**config.mk**
```make
export PLATFORM = sky130hd
export DESIGN_NAME = pinmux_bank
export DESIGN_NICKNAME = d
export VERILOG_FILES = /design/src/rtl/pinmux_pkg.sv /design/src/rtl/pinmux_sync.sv /design/src/rtl/pinmux_cell.sv /design/src/rtl/pinmux_route.sv /design/src/rtl/pinmux_bank.sv
export SDC_FILE = /design/constraint.sdc
export NUM_CORES = 1
export LEC_CHECK = 0
export BUFFER_PORTS_ARGS = -buffer_cell sky130_fd_sc_hd__buf_2
export CORE_MARGIN = 2
export CORE_UTILIZATION = 30
export DETAILED_ROUTE_END_ITERATION = 8
export HOLD_SLACK_MARGIN = 0.15
export SLEW_MARGIN = 10
export SYNTH_ARGS = -nofsm -noshare
export SYNTH_HDL_FRONTEND = slang
export SYNTH_SLANG_ARGS = --single-unit
```
**constraint.sdc**
```tcl
create_clock -name clk -period 2.2 [get_ports clk]
set_input_delay 0.44 -clock clk [delete_from_list [all_inputs] [get_ports clk]]
set_output_delay 0.44 -clock clk [all_outputs]
set_load 0.02 [all_outputs]
```
**src/rtl/pinmux_pkg.sv**
```systemverilog
package pinmux_pkg;
   // fixed address slots; selector slots follow from SEL_BASE
   localparam int ADDR_DATA = 0;
   localparam int ADDR_DIR  = 1;
   localparam int ADDR_MAP  = 2;
   localparam int SEL_BASE  = 3;

   function automatic int slot_count(input int npins);
      return SEL_BASE + npins;
   endfunction

   function automatic int addr_width(input int npins);
      return (slot_count(npins) <= 2) ? 1 : $clog2(slot_count(npins));
   endfunction
endpackage

```
**src/rtl/pinmux_sync.sv**
```systemverilog
module pinmux_sync #(
   parameter int W = 8
) (
   input  logic         clk,
   input  logic         rst,
   input  logic [W-1:0] d,
   output logic [W-1:0] q
);
   logic [W-1:0] stage_a;

   always_ff @(posedge clk) begin
      if (rst) begin
         stage_a <= '0;
         q       <= '0;
      end else begin
         stage_a <= d;
         q       <= stage_a;
      end
   end
endmodule

```
**src/rtl/pinmux_cell.sv**
```systemverilog
module pinmux_cell (
   input  logic is_seg,
   input  logic is_out,
   input  logic data_bit,
   input  logic seg_bit,
   input  logic sync_bit,
   output logic drv,
   output logic oe,
   output logic rd_bit,
   output logic lvl,
   output logic lvl_en
);
   logic io_out;

   always_comb begin
      io_out = !is_seg && is_out;
      oe     = is_seg || is_out;
      if (is_seg)      drv = seg_bit;
      else if (io_out) drv = data_bit;
      else             drv = 1'b0;
      rd_bit = io_out ? data_bit : sync_bit;
      lvl    = io_out ? data_bit : sync_bit;
      lvl_en = !is_seg;
   end
endmodule

```
**src/rtl/pinmux_route.sv**
```systemverilog
module pinmux_route #(
   parameter int NPINS = 8,
   parameter int SELW  = 3,
   localparam int NRES = (1 << SELW) - 1
) (
   input  logic [NPINS*SELW-1:0] sel_flat,
   input  logic [NPINS-1:0]      lvl,
   input  logic [NPINS-1:0]      lvl_en,
   output logic [NRES-1:0]       res
);
   for (genvar k = 1; k <= NRES; k++) begin : g_line
      logic [NPINS-1:0] hit;
      always_comb begin
         for (int i = 0; i < NPINS; i++) begin
            hit[i] = lvl_en[i] && lvl[i] &&
                     (sel_flat[i*SELW +: SELW] == SELW'(k));
         end
      end
      assign res[k-1] = |hit;
   end
endmodule

```
**src/rtl/pinmux_bank.sv**
```systemverilog
module pinmux_bank #(
   parameter int NPINS = 8,
   parameter int SELW  = 3,
   localparam int AW   = pinmux_pkg::addr_width(NPINS),
   localparam int NRES = (1 << SELW) - 1
) (
   input  logic             clk,
   input  logic             rst,
   input  logic             bus_we,
   input  logic [AW-1:0]    bus_addr,
   input  logic [NPINS-1:0] bus_wdata,
   output logic [NPINS-1:0] bus_rdata,
   input  logic [NPINS-1:0] pad_in,
   output logic [NPINS-1:0] pad_out,
   output logic [NPINS-1:0] pad_oe,
   input  logic [NPINS-1:0] seg_drv,
   output logic [NRES-1:0]  res_out
);
   import pinmux_pkg::*;

   // elaboration-time parameter checks
   if (NPINS < 1 || NPINS > 32) begin : g_bad_npins
      $error("pinmux_bank: NPINS must be 1..32");
   end
   if (SELW < 1 || SELW > 4) begin : g_bad_selw
      $error("pinmux_bank: SELW must be 1..4");
   end
   if (NPINS < SELW) begin : g_bad_bus
      $error("pinmux_bank: bus narrower than selector field");
   end

   logic [NPINS-1:0]      map_q, dir_q, data_q, sync_q;
   logic [NPINS*SELW-1:0] sel_flat;
   logic [NPINS-1:0]      rd_pin, lvl, lvl_en;

   // configuration and data registers
   always_ff @(posedge clk) begin
      if (rst) begin
         map_q  <= '0;
         dir_q  <= '0;
         data_q <= '0;
      end else if (bus_we) begin
         if (bus_addr == AW'(ADDR_DATA)) data_q <= bus_wdata;
         if (bus_addr == AW'(ADDR_DIR))  dir_q  <= bus_wdata;
         if (bus_addr == AW'(ADDR_MAP))  map_q  <= bus_wdata;
      end
   end

   for (genvar i = 0; i < NPINS; i++) begin : g_pin
      logic [SELW-1:0] sel_q;

      always_ff @(posedge clk) begin
         if (rst)
            sel_q <= '0;
         else if (bus_we && bus_addr == AW'(SEL_BASE + i))
            sel_q <= bus_wdata[SELW-1:0];
      end
      assign sel_flat[i*SELW +: SELW] = sel_q;

      pinmux_cell u_cell (
         .is_seg   (map_q[i]),
         .is_out   (dir_q[i]),
         .data_bit (data_q[i]),
         .seg_bit  (seg_drv[i]),
         .sync_bit (sync_q[i]),
         .drv      (pad_out[i]),
         .oe       (pad_oe[i]),
         .rd_bit   (rd_pin[i]),
         .lvl      (lvl[i]),
         .lvl_en   (lvl_en[i])
      );
   end

   pinmux_sync #(.W(NPINS)) u_sync (
      .clk (clk),
      .rst (rst),
      .d   (pad_in),
      .q   (sync_q)
   );

   pinmux_route #(.NPINS(NPINS), .SELW(SELW)) u_route (
      .sel_flat (sel_flat),
      .lvl      (lvl),
      .lvl_en   (lvl_en),
      .res      (res_out)
   );

   // read mux
   always_comb begin
      bus_rdata = '0;
      if (bus_addr == AW'(ADDR_DATA))     bus_rdata = rd_pin;
      else if (bus_addr == AW'(ADDR_DIR)) bus_rdata = dir_q;
      else if (bus_addr == AW'(ADDR_MAP)) bus_rdata = map_q;
      else begin
         for (int i = 0; i < NPINS; i++) begin
            if (bus_addr == AW'(SEL_BASE + i))
               bus_rdata = NPINS'(sel_flat[i*SELW +: SELW]);
         end
      end
   end
endmodule

```
Word level (Yosys, flattened, before mapping)
Cells that the tools add are included.
Widths: inputs -> output; s select.
{"block": "totals", "ff_bits": 64, "in_bits": 31, "output_inout_bits": 31, "wordCells": 221}
{"block": "op_classes", "eq_ne": 66, "muxes": 35, "n_reduce_logical": 107}
{"cell": "$eq 3x3->1 const B", "count": 32}
{"cell": "$logic_and 1x1->1", "count": 80}
{"cell": "$mux 8", "count": 10}
{"cell": "$reduce_or 8->1", "count": 7}
{"cell": "$eq 3x2->1 const B", "count": 16}
{"cell": "$eq 3x1->1 const B", "count": 8}
{"cell": "$mux 1", "count": 24}
{"cell": "$eq 4x3->1 const B", "count": 4}
{"cell": "$eq 4x4->1 const B", "count": 3}
{"cell": "$eq 4x2->1 const B", "count": 2}
{"cell": "$logic_not 1->1", "count": 8}
{"cell": "$logic_or 1x1->1", "count": 8}
{"cell": "$reduce_and 2->1", "count": 3}
{"cell": "$eq 4x1->1 const B", "count": 1}
{"cell": "$logic_not 4->1", "count": 1}
{"cell": "$mux 3", "count": 1}

Logic depth before layout (Yosys ltp)
Gate-level depths: netlist (run 1).
{"block": "depth", "depth_word": 12, "ltp_mapped": 7, "ltp_nobuf": 5}

Cells and area by module
Synthesis (run 1) repeated with hierarchy kept, for this count alone.
{"block": "hier_totals", "hier_cells": 482, "area_unflattened_um2": 3706.1}
{"module": "pinmux_bank", "n_inst": 1, "cells_each": 296, "area_each_um2": 2341.0, "seq_area_each_um2": 960.9}
{"module": "pinmux_route", "n_inst": 1, "cells_each": 89, "area_each_um2": 540.5, "seq_area_each_um2": 0.0}
{"module": "pinmux_sync", "n_inst": 1, "cells_each": 33, "area_each_um2": 464.2, "seq_area_each_um2": 320.3}
{"module": "pinmux_cell", "n_inst": 8, "cells_each": 8, "area_each_um2": 45.0, "seq_area_each_um2": 0.0}

Worst setup path after synthesis (run 1)
No wires, ideal clock.
{"block": "synth_timing", "path_type": "input-to-output", "from": "in bus_addr[1]", "to": "out bus_rdata[0]", "arrival_ns": 1.643, "t_required_ns": 1.760, "slack_ns": 0.117, "path_stages": 7, "n_path_buf": 2, "cell_sequence": "buf_4 > inv_1 > buf_2 > o211ai_1 > a31oi_1 > a31oi_1 > o21ai_0"}
{"block": "synth_between", "elab_chain_len": 12, "elab_cells_between_ends": 22, "cone_classes": "10 x eq/ne; 11 x mux; 1 x reduce/logical"}
{"item": "start: declaration", "line_no": "pinmux_bank.sv:10", "source": "input logic [AW-1:0] bus_addr,"}
{"item": "$eq 4x2->1", "line_no": "pinmux_bank.sv:96", "source": "if (bus_addr == AW'(SEL_BASE + i))"}
{"item": "$mux 3", "line_no": "pinmux_bank.sv:96"}
{"item": "$mux 8 (7 in series)", "line_no": "pinmux_bank.sv:96"}
{"item": "$mux 8", "line_no": "pinmux_bank.sv:93", "source": "else if (bus_addr == AW'(ADDR_MAP)) bus_rdata = map_q;"}
{"item": "$mux 8", "line_no": "pinmux_bank.sv:92", "source": "else if (bus_addr == AW'(ADDR_DIR)) bus_rdata = dir_q;"}
{"item": "$mux 8 (*)", "line_no": "pinmux_bank.sv:91", "source": "if (bus_addr == AW'(ADDR_DATA)) bus_rdata = rd_pin;"}
{"item": "end: declaration", "line_no": "pinmux_bank.sv:12", "source": "output logic [NPINS-1:0] bus_rdata,"}
Every way passes the cells marked *; elsewhere a longest branch is shown, timed or not.

Worst setup path after layout (run 1)
{"block": "layout_timing", "from": "reg dir_q[7]", "to": "out res_out[0]"}
{"block": "layout_between", "elab_chain_len": 5}
{"item": "start: declaration", "line_no": "pinmux_bank.sv:32", "source": "logic [NPINS-1:0] map_q, dir_q, data_q, sync_q;"}
{"item": "start signal: assignment", "line_no": "pinmux_bank.sv:44", "source": "if (bus_addr == AW'(ADDR_DIR)) dir_q <= bus_wdata;"}
{"item": "$logic_and 1x1->1", "line_no": "pinmux_cell.sv:16", "source": "io_out = !is_seg && is_out;"}
{"item": "$mux 1", "line_no": "pinmux_cell.sv:22", "source": "lvl = io_out ? data_bit : sync_bit;"}
{"item": "$logic_and 1x1->1 (2 in series)", "line_no": "pinmux_route.sv:15", "source": "hit[i] = lvl_en[i] && lvl[i] &&"}
{"item": "$reduce_or 8->1", "line_no": "pinmux_route.sv:19", "source": "assign res[k-1] = |hit;"}
{"item": "end: declaration", "line_no": "pinmux_bank.sv:17", "source": "output logic [NRES-1:0] res_out"}
Every way passes these cells.

==> summary.txt, run 1 <==
GRT
  – Vias in the first global route: 3568
  – Pin count of the biggest net entering global routing: 55
  – Total GRT Usage: 0.184
  – GRT overflow: 0
  – First-pass GRT wire length: 19100 um
  – Initial antenna violation count: 0

Die
  – Initial Util: 0.304
  – # rows: 41
  – Core Area: 12500 um^2
  – Io pins: 62
  – Die Ht: 117 um
  – Die Wd: between 100 and 150 um
  – Die ar.: 13600 um^2

Timing
  – Max-slew violations: 0
  – Final setup viols: 0
  – Clock period minus worst slack: 2.17 ns
  – Fin. Hold Viols: 0
  – Final Skew: 0.00307 ns
  – Final worst setup slack: 0.0342 ns
  – Worst Tran Pin Value: 0.415 ns
  – Worst slew margin: 0.723
  – Max Clk Rate: between 400 and 500 MHz
  – Worst hold slack: 0.312 ns
  – Final worst-path cycle share: 0.984

Critical path
  – Worst setup EP type: output port
  – WS Path Type: register to output port
  – CP startpoint kind: register
  – Reg-to-reg critical path endpoint: g_pin[7].sel_q[1]
  – Crit path required time: 1.76 ns
  – Critical R2R Launch: g_pin[7].sel_q[1]
  – Cells on worst reg2reg path: 2
  – Max Fanout on Critical Path: 7
  – WP data arrival: 1.73 ns
  – Flop2flop setup slack: 1.32 ns

Clock tree
  – CTS tree: built
  – TritonCTS Buffers: 9
  – Clock Sink Count: 64
  – CTS Root Cell: clkbuf_16
  – Htree depth: 3
  – Clock Tree Buf Depth: 2
  – Skew-Pair Late Insertion Delay: 0.33 ns
  – Clock slew at reported path FFs: 0.06 ns

Power
  – Switching Share: 0.234
  – Clock power frac: 0.522
  – Peak supply drop: 416 uV
  – Leakage: 2.00 nW
  – Combinational fraction of design power: 0.100
  – Final Power: 3.21 mW
  – Pwr per Cell Area: 655 nW/um^2
  – Int Pwr: 2.46 mW
  – Share of total power in sequential cells: 0.377
  – Switching power: 0.750 mW

Min path
  – Hold Path Stages: 2
  – Hold Crit Start: pad_in[7]
  – Hold endpoint: u_sync.stage_a[7]
  – Worst Hold Class: input port to register

Logic synthesis
  – Syn avg cell area: 7.57 um^2
  – Synth Net Count: 533
  – Area of the mapped netlist: 3800 um^2
  – Sequential share of the synthesized area: 0.337
  – #FFs+latches synth: 64
  – Synth top area cells: dfxtp_1 (34%), mux2i_1 (7.9%), nor2b_1 (7.2%)
  – Top cell type's share of synthesized area: 0.337
  – Synth warn: 0
  – Yosys top cell by area: dfxtp_1
  – Netlist cell types: 38
  – Synthesized instance count: 502

Route
  – DRC Markers: 0
  – Met3 wire len: ~940 um
  – DRT Pass-1 Iters: 5
  – ANT nets after route: 0
  – Top layer reached by signal wires: met4
  – Met1 wire length: about 5400 um
  – Routed length on met2: 5450 um
  – DR iter-0 viols: about 240
  – Final wirelength: 12500 um
  – Wire length per cell: ~17 um
  – DR vias: between 3000 and 4000
  – Vias per Instance: around 5.3

Finish
  – Final non-filler cell total: ~740
  – ANT cells: 0
  – Finished Cell Area: 4890 um^2
  – P&R area growth vs syn: 28.8%
  – Share of layout cells above drive strength 1: 0.297
  – Nets: approximately 590

Outcome
  – Outcome: completed

Placement
  – Number of port buffers: 61
  – Placed insts: 720
  – Dpl hpwl: between 9000 and 10000 um
  – Placement Setup Slack: between 0.02 and 0.025 ns
  – Routability cong.: 0.984
  – Area of placed instances: 4310 um^2

Run
  – Max Cap Viol: 0
cells in the final DEF (no fill, tap or decap), types with 10 or more instances in the layout:
cell | synthesis | final
nor2_1 | 59 | 58
buf_2 | 12 | 55
dfxtp_1 | 64 | 52
o21ai_0 | 49 | 48
nand2_1 | 50 | 47
nor2b_1 | 44 | 40
a21oi_1 | 35 | 31
mux2i_1 | 30 | 30
buf_4 | 19 | 30
a22oi_1 | 24 | 23
dfxtp_2 | 0 | 10
worst max-delay path, cell delays in order, from the launching register on:
cell and delay [ns]:
dfxtp_2 0.34, nand2b_1 0.15, a21oi_2 0.26, nor2b_2 0.25, a22oi_1 0.12, nand4_1 0.11
buf_2 0.16
kinds of logic (layout without fill, tap and decap cells):
kind of cell | Yosys count | in the layout | share of synthesized area
compound gates | 141 | 141 | 0.225
mux | 30 | 30 | 0.0790
simple gates | 216 | 216 | 0.286
flops | 64 | 64 | 0.337
buf+inv | 51 | 114 | 0.0731
final cells by class:
class | count | area (um^2)
Multi-Input combinational cell | 387 | 2420
Fill cell | 1323 | 7620
Tap cell | 172 | 215
Sequential cell | 64 | 1300
Clock inverter | 6 | 115
Timing Repair Buffer | 91 | 578
Clock buffer | 10 | 239
Inverter | 7 | 26.3
synth_stat cells (all sizes together):
library cell  count
o221ai            2
nor2             62
o211ai            2
buf              31
or2              11
and2              8
inv               7
a31oi             5
nand3            11
nor3              5
o22ai             5
o311a             1
o21ai            50
o2bb2ai           1
a22o              1
nand2            50
dfxtp            64
a21oi            35
clkbuf           13
nand2b           13
nand4b            1
a22oi            24
mux2i            30
nor4b             1
nor2b            44
a32oi             6
nand4             8
o31ai             1
and3              2
a211oi            8
power by group through the flow:
stage          logic [mW]  registers [mW]  clock network, mW
3_5_place_dp        0.298            1.23                  0
6_report            0.322            1.21               1.67
2_1_floorplan       0.188            1.22                  0
3_3_place_gp        0.295            1.23                  0
5_1_grt             0.349            1.21               1.75
4_1_cts             0.304            1.21               1.71
worst max-delay path by stage:
| stage | slack, ns | end | depth (start not counted) | startpoint |
|---|---|---|---|---|
| floorplan | 0.12 | bus_rdata[0] | 7 | bus_addr[1] |
| finish | 0.03 | res_out[0] | 6 | dir_q[7] |
| detailed placement | 0.02 | bus_rdata[1] | 7 | bus_addr[1] |
| global route | -0.02 | res_out[2] | 7 | dir_q[5] |
| CTS | 0.00004 | res_out[6] | 7 | dir_q[4] |
| global placement | 0.03 | bus_rdata[1] | 7 | bus_addr[1] |
repair_timing:
action | CTS | global route
setup endpoints to repair | 8 | 10
resized for setup | 20 | 41
setup buffers | 0 | 1
endpoints found under the hold margin | 0 | 0
pin swaps | 0 | 4
hold buffers | 0 | 0
state kept, by name, indices dropped and copies added (netlist names):
name / flops
map_q: 8
dir_q: 8
data_q: 8
u_sync.stage_a: 8
g_pin.sel_q: 24
u_sync.q: 8
stage by stage:
step | utilization | setup TNS (ns)
global route | 0.391 | -0.0402
CTS | 0.378 | 0
finish | 0.391 | 0
floorplan | - | 0
global placement | 0.345 | 0
detailed placement | 0.345 | 0
layer usage:
layer  GRT usage  up-vias
met5           0        -
met4       0.117        0
met3      0.0296       41
met2       0.275      187
met1       0.247     1825
li1            -     1870
Note: power is estimated with default switching activity, not from simulation.
==> run 2, diff against run 1 <==
--- a/config.mk
+++ b/config.mk
@@ -6,7 +6,6 @@
 export NUM_CORES = 1
 export LEC_CHECK = 0
 export BUFFER_PORTS_ARGS = -buffer_cell sky130_fd_sc_hd__buf_2
-export CORE_MARGIN = 2
 export CORE_UTILIZATION = 30
 export DETAILED_ROUTE_END_ITERATION = 8
 export HOLD_SLACK_MARGIN = 0.15
==> summary.txt, run 2 (synthesis gave the netlist of run 1 again) <==
Placement
  – Dpl hpwl: 8950 um (-1.0%)
  – Area of placed instances: 4290 um^2 (-0.58%)
  – Number of port buffers: 61 (unchanged)
  – Routability cong.: 0.876 (-11%)

Critical path
  – Flop2flop setup slack: 1.31 ns (about the same)
  – CP endpoint: res_out[2]
  – Worst setup EP type: output port
  – CP startpoint kind: register
  – Crit path required time: 1.76 ns (about the same)
  – Max Fanout on Critical Path: 7 (unchanged)
  – WP data arrival: 1.72 ns (about the same)
  – Critical R2R Launch: g_pin[7].sel_q[1]
  – Worst Setup SP: dir_q[6]
  – WS Path Type: register to output port
  – Cells on worst reg2reg path: 2 (unchanged)
  – Reg-to-reg critical path endpoint: g_pin[7].sel_q[1]

Timing
  – Final setup viols: 0 (unchanged)
  – Worst hold slack: 0.318 ns (+0.00644 ns)
  – Post-route setup TNS: 0 ns (unchanged)
  – Max Clk Rate: 463 MHz (+0.29%)
  – Worst Tran Pin Value: 0.427 ns (+0.0120 ns)
  – Fin. Hold Viols: 0 (unchanged)
  – Worst slew margin: 0.715 (-0.00769)
  – Final worst-path cycle share: 0.982 (-0.00280)
  – RSZ-0062 raised after global routing: yes
  – Max-slew violations: 0 (unchanged)
  – Clock period minus worst slack: 2.16 ns (-0.00617 ns)
  – Final Skew: 0.00321 ns (+0.000135 ns)

Finish
  – P&R area growth vs syn: 23.9%
  – Nets: 589 (-0.34%)
  – Share of layout cells above drive strength 1: 0.268 (-0.0291)
  – Fill cell count: 1263 (-4.5%)
  – Most frequent cells in the layout: buf_2 (60), nor2_1 (59), dfxtp_1 (53), nand2_1 (49), o21ai_0 (48)
  – Largest register by flop count: g_pin.sel_q
  – Most common cell after layout, fill and taps aside: buf_2
  – ANT cells: 0 (unchanged)
  – Finished Cell Area: 4710 um^2 (-3.8%)
  – Max FFs per register: 24 (unchanged)

Clock tree
  – Clock slew at reported path FFs: 0.06 ns (about the same)
  – Post-CTS Setup Inserts: 0 (unchanged)
  – Clock Tree Buf Depth: 2 (unchanged)
  – CTS Root Cell: clkbuf_16
  – # hold bufs at CTS: 0 (unchanged)
  – Skew-Pair Late Insertion Delay: 0.33 ns (about the same)
  – Htree depth: 3 (unchanged)
  – CTS tree: built
  – Clock Sink Count: 64 (unchanged)
  – TritonCTS Buffers: 9 (unchanged)

Die
  – Io pins: 62 (unchanged)
  – Die Wd: 115 um (-1.7%)
  – Core Area: 12200 um^2 (-2.8%)
  – Initial Util: 0.313 (+0.00887)
  – Die Ht: 115 um (-1.7%)
  – # rows: 40 (-2.4%)
  – Die ar.: 13100 um^2 (-3.4%)

Route
  – Wire length per cell: 16.4 um (-2.8%)
  – Final wirelength: 12000 um (-3.6%)
  – DRC Markers: 0 (unchanged)
  – DRT Pass-1 Iters: 5 (unchanged)
  – DR vias: 3771 (-3.9%)
  – DR iter-0 viols: 265 (+8.6%)
  – Vias per Instance: 5.16 (-3.1%)
  – ANT nets after route: 0 (unchanged)

GRT
  – Vias in the first global route: 3592 (+0.67%)
  – First-pass GRT wire length: 19100 um (+0.33%)
  – Initial antenna violation count: 1 (+1)
  – Total GRT Usage: 0.191 (+0.00681)
  – GRT overflow: 0 (unchanged)
  – Pin count of the biggest net entering global routing: 30 (-45%)

Run
  – Max Cap Viol: 0 (unchanged)

Min path
  – Hold Crit Start: pad_in[6]
  – Worst Hold Class: input port to register

Power
  – Peak supply drop: 323 uV (-22%)
  – Pwr per Cell Area: 627 nW/um^2 (-4.4%)
  – Leakage: 1.94 nW (-2.6%)

Outcome
  – Outcome: completed
run 2: cell types whose count changed in the layout (fill, tap and decap cells not counted), sizes merged:
| cell | change |
|---|---|
| clkinv | +2 |
| bufinv | -2 |
| inv | -1 |
| clkbuf | -1 |
run 2: stage by stage:
stage / worst slack, ns / utilization / power (mW) / cells
2_1_floorplan: 0.117 / - / 1.41 / 502
3_3_place_gp: 0.0294 / 0.353 / 1.52 / 715
3_5_place_dp: 0.0495 / 0.353 / 1.52 / 715
4_1_cts: -0.0235 / 0.379 / 2.96 / 731
5_1_grt: -0.0667 / 0.387 / 3.05 / 731
6_report: 0.0404 / 0.387 / 2.95 / 731
run 2: worst min path at each step:
stage / endpoint / slack (ns) / depth (start not counted)
3_3_place_gp: u_sync.q[2] / 0.42 / 1
2_1_floorplan: u_sync.q[0] / 0.41 / 1
4_1_cts: u_sync.stage_a[6] / 0.31 / 2
5_1_grt: u_sync.stage_a[1] / 0.32 / 2
6_report: u_sync.stage_a[6] / 0.32 / 2
3_5_place_dp: u_sync.q[7] / 0.42 / 1
run 2: repair_timing:
| item | CTS | global route |
|---|---|---|
| endpoints found under the hold margin | 0 | 0 |
| gates resized for setup | 10 | 29 |
| pin swaps | 0 | 0 |
| endpoints found under the setup margin | 8 | 10 |
run 2: cell type report:
type                    instances  area (um^2)  share of cell area
repair buffers                 89          534               0.113
inverters                       7         26.3             0.00558
multi-input cells             387         2340               0.497
clock inverters                 5         56.3              0.0120
flip-flops and latches         64         1300               0.276
well taps                     168          210              0.0446
clock buffers                  11          243              0.0516
run 2: per-layer routing:
metal,GRT usage,share of wire
met4,0.0814,0.014
met5,0,0.00083
met3,0.0413,0.068
met2,0.316,0.47
met1,0.240,0.44
run 2: worst max-delay path: stages (launching register included):
cell,delay (ns)
dfxtp_2,0.35
nand2b_1,0.16
a21oi_2,0.21
nor2b_2,0.25
a32oi_1,0.14
nand4_1,0.12
buf_2,0.17
run 2: report_power, final:
| group | total, mW | switching [mW] | internal, mW |
|---|---|---|---|
| logic | 0.304 | 0.183 | 0.121 |
| clock network | 1.44 | 0.533 | 0.906 |
| registers | 1.21 | 0.0247 | 1.18 |
==> run 3, diff against run 2 <==
--- a/config.mk
+++ b/config.mk
@@ -9,7 +9,7 @@
 export CORE_UTILIZATION = 30
 export DETAILED_ROUTE_END_ITERATION = 8
 export HOLD_SLACK_MARGIN = 0.15
-export SLEW_MARGIN = 10
 export SYNTH_ARGS = -nofsm -noshare
 export SYNTH_HDL_FRONTEND = slang
+export SYNTH_HIERARCHICAL = 1
 export SYNTH_SLANG_ARGS = --single-unit
==> constraint.sdc (replaced) <==
create_clock -name clk -period 2 [get_ports clk]
set_input_delay 0.4 -clock clk [delete_from_list [all_inputs] [get_ports clk]]
set_output_delay 0.4 -clock clk [all_outputs]
set_load 0.02 [all_outputs]
==> summary.txt, run 3 <==
Placement
  – Placement Setup Slack: -0.185 ns (-0.235 ns)
  – Number of port buffers: 61 (unchanged)
  – Routability cong.: 0.881 (+0.57%)
  – Dpl hpwl: 9210 um (+3.0%)

Critical path
  – CP startpoint kind: register
  – Flop2flop setup slack: 1.07 ns (-0.24 ns)
  – Max Fanout on Critical Path: 3 (-4)
  – Worst setup EP type: output port
  – CP endpoint: res_out[3]
  – Worst Setup SP: map_q[4]
  – WP data arrival: 1.96 ns (+0.24 ns)
  – Critical R2R Launch: dir_q[0]
  – WS Path Type: register to output port
  – Crit path required time: 1.60 ns (-0.16 ns)
  – Reg-to-reg critical path endpoint: dir_q[0]
  – Cells on worst reg2reg path: 4 (+2)

Clock tree
  – Clock Sink Count: 64 (unchanged)
  – Clock Tree Buf Depth: 2 (unchanged)
  – TritonCTS Buffers: 9 (unchanged)
  – Htree depth: 3 (unchanged)
  – CTS tree: built
  – CTS Root Cell: clkbuf_16
  – Clock slew at reported path FFs: 0.05 ns (about the same)
  – Skew-Pair Late Insertion Delay: 0.32 ns (about the same)

Logic synthesis
  – Post-synth ARST share: 0 (unchanged)
  – Area of the mapped netlist: 3710 um^2 (-2.5%)
  – Netlist cell types: 49 (+29%)
  – Synth top area cells: dfxtp_1 (35%), mux2i_1 (7.0%), nand2_1 (6.1%)
  – Synth warn: 6 (+6)
  – Sequential share of the synthesized area: 0.346 (+0.00865)
  – Yosys top cell by area: dfxtp_1
  – Synth Net Count: 513 (-3.8%)
  – Most common cell in the netlist: dfxtp_1
  – Synthesized instance count: 482 (-4.0%)
  – Post-synth EDFFs: 0 (unchanged)
  – Most frequent cells after synthesis: dfxtp_1 (64), nand2_1 (60), nor2_1 (46)
  – Ys flop type: dfxtp_1
  – Top cell type's share of synthesized area: 0.346 (+0.00865)
  – Syn avg cell area: 7.69 um^2 (+1.5%)
  – #FFs+latches synth: 64 (unchanged)

Finish
  – Register area: 1330 um^2 (+2.4%)
  – Fill cell count: 1148 (-9.1%)
  – Max FFs per register: 24 (unchanged)
  – Footprint of the multi-input gates: 2720 um^2 (+16%)
  – P&R area growth vs syn: 56.1%
  – Largest register by flop count: g_pin.sel_q
  – Share of layout cells above drive strength 1: 0.452 (+0.184)
  – Final core occ: 0.482 (+0.0946)
  – ANT cells: 0 (unchanged)
  – Most common cell after layout, fill and taps aside: buf_4
  – Nets: 647 (+9.8%)
  – Most frequent cells in the layout: buf_4 (81), nand2_1 (51), buf_2 (49), nor2_1 (44)

Route
  – DRC Markers: 0 (unchanged)
  – ANT nets after route: 0 (unchanged)
  – DR iter-0 viols: 197 (-26%)
  – Vias per Instance: 5.24 (+1.6%)
  – DRT Pass-1 Iters: 5 (unchanged)
  – DR vias: 4027 (+6.8%)
  – Final wirelength: 13400 um (+12%)
  – Wire length per cell: 17.5 um (+6.3%)

Run
  – Max Cap Viol: 0 (unchanged)

Timing
  – Fin. Hold Viols: 0 (unchanged)
  – RSZ-0062 raised after global routing: yes
  – Worst hold slack: 0.282 ns (-0.0360 ns)
  – Max-slew violations: 0 (unchanged)
  – Worst Tran Pin Value: 0.571 ns (+0.144 ns)
  – Worst slew margin: 0.619 (-0.0958)
  – Post-route setup TNS: -2.28 ns (-2.28 ns)
  – Final Skew: 0.00443 ns (+0.00122 ns)
  – Final setup viols: 10 (+10)
  – Clock period minus worst slack: 2.36 ns
  – Final worst setup slack: -0.358 ns (-0.399 ns)
  – Final worst-path cycle share: 1.18
  – Max Clk Rate: 424 MHz

Power
  – Peak supply drop: 368 uV (+14%)
  – Final Power: 3.43 mW (+16%)
  – Leakage: 2.37 nW (+22%)
  – Pwr per Cell Area: 593 nW/um^2 (-5.3%)

Die
  – Core Area: 12000 um^2 (-1.2%)
  – # rows: 40 (unchanged)
  – Initial Util: 0.309 (-0.00401)
  – Die Wd: 113 um (-1.2%)
  – Die Ht: 113 um (-1.2%)
  – Io pins: 62 (unchanged)
  – Die ar.: 12800 um^2 (-2.5%)

GRT
  – First-pass GRT wire length: 20900 um (+9.3%)
  – Total GRT Usage: 0.210 (+0.0191)
  – Pin count of the biggest net entering global routing: 28 (-6.7%)
  – GRT overflow: 0 (unchanged)
  – Initial antenna violation count: 0 (-1)
  – Vias in the first global route: 4006 (+12%)

Min path
  – Worst Hold Class: input port to register

Outcome
  – Violated checks: setup timing
  – Outcome: complete, but fails checks
-- run 3: cell count changes after synthesis, moves of 9 or more --
| cell | before | now |
|---|---|---|
| nor3b_1 | 0 | 9 |
| or2_2 | 9 | 0 |
| nand2_1 | 50 | 60 |
| nand3b_1 | 0 | 9 |
| inv_1 | 6 | 15 |
| o2bb2ai_1 | 1 | 11 |
| nor2_1 | 59 | 46 |
| a21oi_1 | 35 | 44 |
| nand2b_1 | 13 | 22 |
| a22oi_1 | 24 | 0 |
| nor2b_1 | 44 | 6 |
-- run 3: worst max-delay path: stages, from the launching register on --
cell and delay [ns]:
dfxtp_2 0.33, nand2b_4 0.15, o2bb2ai_4 0.14, nand3b_1 0.12, o32a_1 0.17, o311ai_1 0.11
or4_1 0.46, buf_6 0.16
-- run 3: cell families (layout without fill, tap and decap cells) --
kind of cell / Yosys count / in the layout / share of synthesized area
multiplexers: 27 / 27 / 0.0733
AND/OR/NAND/NOR: 213 / 213 / 0.305
AO/OA/AOI/OAI: 131 / 131 / 0.212
flip-flops: 64 / 64 / 0.346
buffers and inverters: 47 / 186 / 0.0648
-- run 3: where the power goes --
group / internal [mW] / leakage [nW] / switching (mW) / total [mW]
Sequential: 1.29 / 0.534 / 0.0240 / 1.32
Clock: 1.09 / 0.156 / 0.594 / 1.69
Combinational: 0.195 / 1.68 / 0.234 / 0.429
-- run 3: cell type report --
class                      instances  share of cell area
clock buffer                       9              0.0389
clock inverter                     7              0.0164
sequential                        64               0.230
multi-input combinational        371               0.471
inverter                          15             0.00973
tap                              147              0.0318
timing repair buffer             155               0.202
-- run 3: layer usage --
layer / share of wire / track usage
met2: 0.48 / 0.349
met5: 0 / 0
met1: 0.45 / 0.272
met4: 0.021 / 0.0781
met3: 0.051 / 0.0375
-- run 3: how the worst min path moves through the flow --
stage	slack, ns	end	start	cells after the start
floorplan	0.41	u_sync/q[3]	u_sync/stage_a[3]	1
global placement	0.42	u_sync/q[3]	u_sync/stage_a[3]	1
detailed placement	0.42	u_sync/q[2]	u_sync/stage_a[2]	1
CTS	0.28	u_sync/stage_a[4]	pad_in[4]	2
global route	0.28	u_sync/stage_a[4]	pad_in[4]	2
finish	0.28	u_sync/stage_a[4]	pad_in[4]	2
-- run 3: per-stage QoR --
| stage | std cells | cell area [um^2] |
|---|---|---|
| finish | 768 | 5790 |
| global route | 768 | 5790 |
| CTS | 762 | 5470 |
| detailed placement | 737 | 4650 |
| global placement | 737 | 4650 |
| floorplan | 482 | 3710 |
-- run 3: repair_timing --
item	4_1_cts	5_1_grt
gates cloned	0	1
hold buffers	0	0
hold endpoints to repair	0	0
pin swaps	32	30
setup endpoints to repair	15	15
gates resized for setup	99	57
setup buffers	11	8
